### src/rtl/mulq_pkg.sv
// Shared definitions for the streaming multiplier: bus word addresses,
// control bits and status bit positions.
package mulq_pkg;

    // Word addresses on the register-style bus port
    typedef enum logic [1:0] {
        ADDR_DATA = 2'd0,
        ADDR_STAT = 2'd1,
        ADDR_CTRL = 2'd2
    } mulq_addr_e;

    // Control word bits (address 2)
    localparam int CTRL_JOB_CLR = 0;
    localparam int CTRL_RES_CLR = 1;

    // Status word bit positions (address 1)
    localparam int ST_JOB_EMPTY = 0;
    localparam int ST_JOB_FULL  = 1;
    localparam int ST_RES_EMPTY = 2;
    localparam int ST_RES_FULL  = 3;
    localparam int ST_OVF       = 4;
    localparam int ST_UDF       = 5;
    localparam int ST_BITS      = 6;

endpackage

### src/rtl/mulq_fifo.sv
// Synchronous single-clock FIFO with a combinational head output.
// Assumes DEPTH >= 2. A push while full and a pop while empty are ignored.
// A synchronous clear empties the queue and overrides push and pop.
module mulq_fifo #(
    parameter  int WIDTH = 32,
    parameter  int DEPTH = 16,
    localparam int CNT_W = $clog2(DEPTH + 1)
) (
    input  logic             clk,
    input  logic             rst_n,
    input  logic             clr,
    input  logic             push,
    input  logic             pop,
    input  logic [WIDTH-1:0] wdata,
    output logic [WIDTH-1:0] rdata,
    output logic             full,
    output logic             empty,
    output logic [CNT_W-1:0] count
);
    localparam int PTR_W = $clog2(DEPTH);

    logic [WIDTH-1:0] mem [DEPTH];
    logic [PTR_W-1:0] wr_ptr, rd_ptr, wr_nxt, rd_nxt;
    logic [CNT_W-1:0] cnt;
    logic             do_push, do_pop;

    assign do_push = push && !full;
    assign do_pop  = pop && !empty;

    // Pointer advance: natural wrap for power-of-two depth, compare otherwise
    generate
        if ((DEPTH & (DEPTH - 1)) == 0) begin : g_pow2
            assign wr_nxt = wr_ptr + PTR_W'(1);
            assign rd_nxt = rd_ptr + PTR_W'(1);
        end else begin : g_mod
            assign wr_nxt = (wr_ptr == PTR_W'(DEPTH - 1)) ? '0 : wr_ptr + PTR_W'(1);
            assign rd_nxt = (rd_ptr == PTR_W'(DEPTH - 1)) ? '0 : rd_ptr + PTR_W'(1);
        end
    endgenerate

    // Storage write; contents need no reset because the count guards reads
    always_ff @(posedge clk) begin
        if (do_push && !clr) begin
            mem[wr_ptr] <= wdata;
        end
    end

    // Pointer and occupancy tracking
    always_ff @(posedge clk) begin
        if (!rst_n || clr) begin
            wr_ptr <= '0;
            rd_ptr <= '0;
            cnt    <= '0;
        end else begin
            if (do_push) wr_ptr <= wr_nxt;
            if (do_pop)  rd_ptr <= rd_nxt;
            case ({do_push, do_pop})
                2'b10:   cnt <= cnt + CNT_W'(1);
                2'b01:   cnt <= cnt - CNT_W'(1);
                default: cnt <= cnt;
            endcase
        end
    end

    assign rdata = mem[rd_ptr];
    assign full  = (cnt == CNT_W'(DEPTH));
    assign empty = (cnt == '0);
    assign count = cnt;

endmodule

### src/rtl/mulq_mul_stage.sv
// One registered unsigned multiply stage with a valid bit that tracks the job.
// A flush clears the valid bit and takes priority over a load.
module mulq_mul_stage #(
    parameter  int OPW    = 16,
    localparam int PROD_W = 2 * OPW
) (
    input  logic              clk,
    input  logic              rst_n,
    input  logic              flush,
    input  logic              load,
    input  logic [OPW-1:0]    op_a,
    input  logic [OPW-1:0]    op_b,
    output logic              prod_valid,
    output logic [PROD_W-1:0] prod
);
    // Capture the product and its valid bit on each edge
    always_ff @(posedge clk) begin
        if (!rst_n) begin
            prod_valid <= 1'b0;
            prod       <= '0;
        end else if (flush) begin
            prod_valid <= 1'b0;
        end else begin
            prod_valid <= load;
            if (load) begin
                prod <= PROD_W'(op_a) * PROD_W'(op_b);
            end
        end
    end

endmodule

### src/rtl/mulq_issue.sv
// Decides when a job leaves the job queue. Assumes one multiply stage, so
// at most one product is in flight. Issue stops during either queue clear.
module mulq_issue #(
    parameter  int RES_DEPTH = 16,
    localparam int CNT_W     = $clog2(RES_DEPTH + 1)
) (
    input  logic             job_empty,
    input  logic             job_clr,
    input  logic             res_clr,
    input  logic             stage_valid,
    input  logic [CNT_W-1:0] res_count,
    output logic             job_pop
);
    logic [CNT_W-1:0] res_free;

    // Free result slots must exceed the products already in flight
    always_comb begin
        res_free = CNT_W'(RES_DEPTH) - res_count;
        job_pop  = !job_empty && !job_clr && !res_clr &&
                   (res_free > CNT_W'(stage_valid));
    end

endmodule

### src/rtl/mulq_regif.sv
// Bus decode for the multiplier: data push and pop, status word, control
// clears, sticky overflow and underflow flags, and the registered read data.
// Assumes at most one read and one write per cycle. A sticky set wins over
// a clear on the same edge.
module mulq_regif
    import mulq_pkg::*;
#(
    parameter  int OPW    = 16,
    localparam int DATA_W = 2 * OPW
) (
    input  logic              clk,
    input  logic              rst_n,
    input  logic              bus_wr_en,
    input  logic              bus_rd_en,
    input  logic [1:0]        bus_addr,
    input  logic [DATA_W-1:0] bus_wdata,
    output logic [DATA_W-1:0] bus_rdata,
    input  logic              job_full,
    input  logic              job_empty,
    input  logic              res_full,
    input  logic              res_empty,
    input  logic [DATA_W-1:0] res_head,
    output logic              job_push,
    output logic              res_pop,
    output logic              job_clr,
    output logic              res_clr,
    output logic              ovf_flag,
    output logic              udf_flag
);
    logic                wr_data, rd_data, rd_stat, wr_ctrl;
    logic                ovf_set, udf_set;
    logic [ST_BITS-1:0]  stat_bits;

    // Address decode of the bus strobes
    always_comb begin
        wr_data = bus_wr_en && (bus_addr == ADDR_DATA);
        wr_ctrl = bus_wr_en && (bus_addr == ADDR_CTRL);
        rd_data = bus_rd_en && (bus_addr == ADDR_DATA);
        rd_stat = bus_rd_en && (bus_addr == ADDR_STAT);
        job_push = wr_data && !job_full;
        ovf_set  = wr_data && job_full;
        res_pop  = rd_data && !res_empty;
        udf_set  = rd_data && res_empty;
        job_clr  = wr_ctrl && bus_wdata[CTRL_JOB_CLR];
        res_clr  = wr_ctrl && bus_wdata[CTRL_RES_CLR];
    end

    // Status word assembly
    always_comb begin
        stat_bits               = '0;
        stat_bits[ST_JOB_EMPTY] = job_empty;
        stat_bits[ST_JOB_FULL]  = job_full;
        stat_bits[ST_RES_EMPTY] = res_empty;
        stat_bits[ST_RES_FULL]  = res_full;
        stat_bits[ST_OVF]       = ovf_flag;
        stat_bits[ST_UDF]       = udf_flag;
    end

    // Sticky error flags, cleared by a status read
    always_ff @(posedge clk) begin
        if (!rst_n) begin
            ovf_flag <= 1'b0;
            udf_flag <= 1'b0;
        end else begin
            ovf_flag <= ovf_set || (ovf_flag && !rd_stat);
            udf_flag <= udf_set || (udf_flag && !rd_stat);
        end
    end

    // Registered read data, held between reads
    always_ff @(posedge clk) begin
        if (!rst_n) begin
            bus_rdata <= '0;
        end else if (rd_data) begin
            bus_rdata <= res_empty ? '0 : res_head;
        end else if (rd_stat) begin
            bus_rdata <= DATA_W'(stat_bits);
        end else if (bus_rd_en) begin
            bus_rdata <= '0;
        end
    end

endmodule

### src/rtl/mulq_top.sv
// Streaming multiplier peripheral. The bus pushes packed operand pairs into
// a job queue. The issue stage pops a job into the registered multiplier
// only when the result queue has room, and valid products go to the result
// queue, which the bus pops. Each queue has its own clear.
module mulq_top #(
    parameter  int OPW       = 16,
    parameter  int JOB_DEPTH = 16,
    parameter  int RES_DEPTH = 16,
    localparam int DATA_W    = 2 * OPW
) (
    input  logic              clk,
    input  logic              rst_n,
    input  logic              bus_wr_en,
    input  logic              bus_rd_en,
    input  logic [1:0]        bus_addr,
    input  logic [DATA_W-1:0] bus_wdata,
    output logic [DATA_W-1:0] bus_rdata
);
    localparam int JCNT_W = $clog2(JOB_DEPTH + 1);
    localparam int RCNT_W = $clog2(RES_DEPTH + 1);

    logic              job_push, job_pop, job_clr, job_full, job_empty;
    logic [DATA_W-1:0] job_head;
    logic [JCNT_W-1:0] job_count;
    logic              res_push, res_pop, res_clr, res_full, res_empty;
    logic [DATA_W-1:0] res_head;
    logic [RCNT_W-1:0] res_count;
    logic              stage_valid;
    logic [DATA_W-1:0] stage_prod;
    logic              ovf_flag, udf_flag;

    mulq_regif #(.OPW(OPW)) u_regif (
        .clk       (clk),
        .rst_n     (rst_n),
        .bus_wr_en (bus_wr_en),
        .bus_rd_en (bus_rd_en),
        .bus_addr  (bus_addr),
        .bus_wdata (bus_wdata),
        .bus_rdata (bus_rdata),
        .job_full  (job_full),
        .job_empty (job_empty),
        .res_full  (res_full),
        .res_empty (res_empty),
        .res_head  (res_head),
        .job_push  (job_push),
        .res_pop   (res_pop),
        .job_clr   (job_clr),
        .res_clr   (res_clr),
        .ovf_flag  (ovf_flag),
        .udf_flag  (udf_flag)
    );

    mulq_fifo #(.WIDTH(DATA_W), .DEPTH(JOB_DEPTH)) u_job_q (
        .clk   (clk),
        .rst_n (rst_n),
        .clr   (job_clr),
        .push  (job_push),
        .pop   (job_pop),
        .wdata (bus_wdata),
        .rdata (job_head),
        .full  (job_full),
        .empty (job_empty),
        .count (job_count)
    );

    mulq_issue #(.RES_DEPTH(RES_DEPTH)) u_issue (
        .job_empty   (job_empty),
        .job_clr     (job_clr),
        .res_clr     (res_clr),
        .stage_valid (stage_valid),
        .res_count   (res_count),
        .job_pop     (job_pop)
    );

    mulq_mul_stage #(.OPW(OPW)) u_mul (
        .clk        (clk),
        .rst_n      (rst_n),
        .flush      (res_clr),
        .load       (job_pop),
        .op_a       (job_head[OPW-1:0]),
        .op_b       (job_head[DATA_W-1:OPW]),
        .prod_valid (stage_valid),
        .prod       (stage_prod)
    );

    // Only a valid product that survives a result clear enters the queue
    assign res_push = stage_valid && !res_clr;

    mulq_fifo #(.WIDTH(DATA_W), .DEPTH(RES_DEPTH)) u_res_q (
        .clk   (clk),
        .rst_n (rst_n),
        .clr   (res_clr),
        .push  (res_push),
        .pop   (res_pop),
        .wdata (stage_prod),
        .rdata (res_head),
        .full  (res_full),
        .empty (res_empty),
        .count (res_count)
    );

endmodule

### config.mk
export PLATFORM = sky130hd
export DESIGN_NAME = mulq_top
export DESIGN_NICKNAME = d
export VERILOG_FILES = /design/src/rtl/mulq_pkg.sv /design/src/rtl/mulq_fifo.sv /design/src/rtl/mulq_mul_stage.sv /design/src/rtl/mulq_issue.sv /design/src/rtl/mulq_regif.sv /design/src/rtl/mulq_top.sv
export SDC_FILE = /design/constraint.sdc
export NUM_CORES = 2
export LEC_CHECK = 0
export BUFFER_PORTS_ARGS = -buffer_cell sky130_fd_sc_hd__buf_2
export CAP_MARGIN = 30
export CORE_MARGIN = 2
export CORE_UTILIZATION = 38
export CTS_CLUSTER_DIAMETER = 80
export CTS_CLUSTER_SIZE = 16
export DETAILED_ROUTE_END_ITERATION = 8
export HOLD_SLACK_MARGIN = 0.12
export PLACE_DENSITY = 0.59
export REMOVE_ABC_BUFFERS = 1
export SLEW_MARGIN = 5
export SYNTH_ARGS = -nofsm -noshare
export SYNTH_HDL_FRONTEND = slang
export SYNTH_SLANG_ARGS = --single-unit
### constraint.sdc
create_clock -name clk -period 13.2 [get_ports clk]
set_input_delay 2.64 -clock clk [delete_from_list [all_inputs] [get_ports clk]]
set_output_delay 2.64 -clock clk [all_outputs]
set_load 0.005 [all_outputs]
### After elaboration in Yosys (flattened, before gate mapping)

Memory sizes are Yosys's and may differ from the RTL's. A register that Yosys moved wholly into a read port is not among the register bits.
Cells that the tools add are included.

| operators by class | value |
|---|---|
| add/subtract/negate cells | 9 |
| $mul | 1 |
| $lt $le $gt $ge | 1 |
| eq/ne operators | 8 |
| multiplexer cells | 14 |
| bitwise logic cells | 2 |
| reduce and logical (&&, ||, !) cells | 42 |

Operator list:

| cell | number |
|---|---|
| $mux 32 | 4 |
| $mul 16x16->32 | 1 |
| $logic_and 1x1->1 | 22 |
| $pmux 5 s2 | 2 |
| $add 4x1->4 const B | 4 |
| $mux 4 | 4 |
| $add 5x1->5 const B | 2 |
| $eq 5x5->1 const B | 2 |
| $logic_not 5->1 | 2 |
| $sub 5x1->5 const B | 2 |
| $logic_not 1->1 | 8 |
| $eq 2x1->1 const B | 3 |
| $eq 2x2->1 const B | 3 |
| $gt 5x1->1 | 1 |
| $sub 5x5->5 const A | 1 |
| $logic_or 1x1->1 | 4 |
| $mux 1 | 4 |
| $reduce_bool 2->1 | 2 |
| $reduce_bool 3->1 | 1 |
| $logic_not 2->1 | 1 |
| $not 1->1 | 2 |
| $reduce_and 2->1 | 1 |
| $reduce_or 2->1 | 1 |

| word-level totals | value |
|---|---|
| register bits | 93 |
| RAM bits | 1,024 |
| input port bits | 38 |
| word-level logic and storage cells | 90 |
| memories | 2 |

Memories:

| name | words | width | rd ports | clocked after memory_dff | write ports | line | text |
|---|---|---|---|---|---|---|---|
| u_job_q.mem | 16 | 32 | 1 | 1 | 1 | mulq_fifo.sv:22 | `logic [WIDTH-1:0] mem [DEPTH];` |
| u_res_q.mem | 16 | 32 | 1 | 1 | 1 | mulq_fifo.sv:22 |  |

### Logic depth before layout (Yosys ltp)

| depth | value |
|---|---|
| depth after elaboration | 10 |
| depth in mapped cells | 30 |
| depth with buffers taken out | 26 |

### Modules after synthesis

A second synthesis with hierarchy kept.

| second synthesis, totals | value |
|---|---|
| cells, all modules | 3,078 |
| area, all modules | 51,159.1 um^2 |

By module, submodules not included:

| module | times used | cells each | area each (um^2) | sequential area each (um^2) |
|---|---|---|---|---|
| mulq_fifo | 2 | 901 | 20,038.0 | 15,715.1 |
| mulq_mul_stage | 1 | 1,105 | 9,605.5 | 660.6 |
| mulq_regif | 1 | 157 | 1,363.8 | 680.7 |
| mulq_issue | 1 | 13 | 100.1 | 0.0 |
| mulq_top | 1 | 1 | 13.8 | 0.0 |

### Least setup slack after synthesis

Ideal clock, no wire load.

| path | value |
|---|---|
| path type | register to register |
| start | register (tool-made name) |
| end | register u_mul.prod[28] |
| library setup time | 0.130 ns |
| data arrival time | 6.772 ns |
| path slack | 6.298 ns |
| stages on the path, launching flop included | 26 |
| buffers on the path | 2 |
| period minus slack after synthesis | 6.902 ns |
| path through | dfxtp_1 -> buf_4 -> buf_4 -> mux4_2 -> mux2_2 -> o21ai_1 -> nor2_1 -> fa_1 -> inv_1 -> fa_1 -> fa_1 -> fa_1 -> inv_1 -> fa_1 -> inv_1 -> fa_1 -> inv_1 -> ha_1 -> a21oi_1 -> o21bai_1 -> a211o_1 -> a41o_2 -> a41oi_1 -> a211oi_1 -> xnor2_1 -> o21ai_0 |

RTL lines:

| element | line | text |
|---|---|---|
| end signal, assigned | mulq_mul_stage.sv:26 | `prod <= PROD_W'(op_a) * PROD_W'(op_b);` |
| end, declared | mulq_mul_stage.sv:14 | `output logic [PROD_W-1:0] prod` |

==> impl_metrics.toml <==
[die]
start_util_pct = 38.42
io_pins = 70
coreArea_um2 = 133800
die_w_um = 371.8
die_h_um = 371.8
rows = 134
dieArea_um2 = 138200

[logic_synthesis]
synthCells = 2983
synth_top_cell_area_share_pct = 59.82
yosys.area_share.simple_pct = 4.815
synth_edf_count = 1024
ys_types = 62
synth_top_family_by_area = "multiplexers"
async_flop_share_pct = 0
synth_compound_area_share_pct = 2.145
synth_warnings = 0
netlist_area_um2 = 51400
synthAdderAreaFrac_pct = 10.70
syn_area_per_cell_um2 = 17.23
ys.flop_type = "edfxtp_1"
muxShareOfSynthArea_pct = 14.45
synthXorXnorAreaFrac_pct = 0.8179
synth_top_area_cell = "edfxtp_1"
ys_seq_elements = 1125
synth_seq_area_share_pct = 63.76
synthTopCellsByArea = "edfxtp_1, mux4_2, fa_1, dfxtp_1, ha_1"

[detailed_routing]
wl_met1_um = 50740
routed.top_layer = "met5"
vias = 25310
drt_iter0_markers = 2212
route.met3.wl_um = 5859
via_per_inst = 5.196
first_pass_iters = 5
postRouteAntennaNets = 0
drc = 0
avgRoutedWirePerCell_um = 23.45
routed_wl_um = 114300
wl_met2_um = 55560

[outcome]
status = "complete, no violations"

[sta]
fmax_ghz = 0.1165
rsz0062_at_grt = "no"
slew_violations = 0
fin_crit_ns = 8.581
hold_viol_final = 0
worst_pin_slew_ns = 1.028
fin_skew_ns = 0.04361
layout_worst_path_cycle_share_pct = 65.01
slew-limit-headroom_pct = 31.44
finalSetupTns_ns = 0
setup_viol_count_final = 0

[clocking]
cts_tree = "done"
cts_buffers = 84
cts_max_level = 3
cts_setup_buffers = 0
hold_buffers = 0
clkLatencyLatePin_ns = 0.71
cts_sinks = 1125
clk_pin_slew_worst_paths_ns = 0.08
cts_resized = 0
ctsRootBufferMaster = "clkbuf_16"
clock_path_buffers = 3

[worst_setup_path]
rrSetupSlack_ns = 4.62
startpoint_type = "flip-flop"
cp_data_required_time_ns = 13.76
end_kind = "flip-flop"
arrival_ns = 9.14
critPathMaxFanout = 93
critPathKind = "flip-flop to flip-flop"

[finish]
layout-drive-gt1-share_pct = 19.28
stdcell_area_um2 = 56350
area_growth_pct = 9.625
final_nets = 3413

[global_route]
grt_pass1_vias = 26440
grt_usage_pct = 16.82
antenna_found_initial = 9
grt_max_degree = 115
overflow = 0
grt_pass1_wl_um = 172200

[place]
io_buffers = 69
place_area_um2 = 53840
gp_congestion = 0.8783
dpl.hpwl_um = 65610

[job]
max_cap_viol_count = 0

[worst_hold_path]
hp-class = "flip-flop to flip-flop"
==> registers in the layout (all words and copies together) (netlist names), named ones only <==
register and count:
u_job_q.rd_ptr 4, u_regif.bus_rdata 32, u_res_q.count 5, u_res_q.rd_ptr 4, u_mul.prod_valid 1, u_regif.udf_flag 1, u_res_q.mem 512, u_regif.ovf_flag 1
u_job_q.count 5, u_job_q.mem 512, u_res_q.wr_ptr 4, u_mul.prod 32, u_job_q.wr_ptr 4
==> critical path, cell delays in order (launching register included) <==
cell	delay [ns]
dfxtp_4	0.86
buf_12	0.63
mux4_2	0.60
mux4_2	0.64
inv_1	0.26
nor2_1	0.10
fa_1	0.54
inv_1	0.05
fa_1	0.45
fa_1	0.52
inv_1	0.07
fa_1	0.49
fa_1	0.50
inv_1	0.05
fa_1	0.47
inv_1	0.04
ha_1	0.40
and4_1	0.25
a21boi_0	0.26
a21oi_1	0.18
o21ai_0	0.35
nor2_1	0.14
o211ai_1	0.19
o31ai_1	0.09
a22o_1	0.18
==> synthesized netlist by cell type, types with 6 or more instances <==
cell	instances
a21o_1	11
a21oi_1	81
a31oi_1	10
and2_1	42
buf_1	11
buf_2	53
buf_6	11
clkbuf_1	56
dfxtp_1	101
edfxtp_1	1024
fa_1	196
ha_1	126
inv_1	266
inv_2	8
mux2_2	13
mux2i_1	32
mux4_2	309
nand2_1	201
nand3_1	6
nand4_1	11
nor2_1	164
nor2b_1	86
nor3_1	8
o211ai_1	6
o21a_1	6
o21ai_0	28
xnor2_1	24
xor2_1	24
==> layout make-up <==
cell class	instances	area, um^2
tap	1768	2212
fill	11930	77450
clock inverter	11	146.4
inverter	274	1028
clock buffer	123	2333
sequential	1125	32790
multi-input combinational	1448	17060
antenna	3	7.507
timing repair buffer	120	760.7
==> worst paths after layout <==
check / start / end / cells past startpoint
worst max-delay path: flip-flop / u_mul.prod[27]$_SDFFE_PN0P_ / 24
worst max register to register: flip-flop / u_mul.prod[27]$_SDFFE_PN0P_ / 24
worst min register to register: u_regif.udf_flag$_SDFF_PN0_ / u_regif.udf_flag$_SDFF_PN0_ / 2
worst min-delay path: u_regif.udf_flag$_SDFF_PN0_ / u_regif.udf_flag$_SDFF_PN0_ / 2
==> layout by cell type (no fill, tap or decap), drive strengths merged, types with 7 or more instances in the layout <==
master / count
xor2: 24
nand4: 11
mux2: 13
nor2: 164
a21o: 11
nor3: 8
mux2i: 32
a31oi: 10
xnor2: 24
fa: 196
clkbuf: 123
ha: 126
a21oi: 81
buf: 120
o21ai: 39
mux4: 309
and2: 43
inv: 278
nor2b: 86
clkinv: 7
nand2: 201
edfxtp: 1024
dfxtp: 101
==> per-stage QoR <==
step	hold WS (ns)	setup WS (ns)	std cells	utilization, %
floorplan	0.4367	1.445	2847	-
global placement	0.4528	4.587	4733	40.24
detailed placement	0.4643	4.439	4733	40.24
CTS	0.4832	4.416	4867	42.09
global route	0.5151	4.048	4869	42.11
finish	0.4788	4.619	4872	42.11
==> layer usage <==
metal / GRT usage (%) / vias up
met5: 0 / -
met4: 3.482 / 12
met3: 2.989 / 139
met2: 28.10 / 606
met1: 23.14 / 13340
li1: - / 11220
==> cells by family after synthesis <==
group | Yosys count
DFF | 1125
xor gates and xnor gates | 48
muxes | 354
adders and majority gates | 322
and+or+nand+nor | 542
buffers and inverters | 410
AOI/OAI and AO/OA | 182
Power is not shown: default switching activity piles up to over one toggle a cycle in this logic, so the estimate is an artifact.
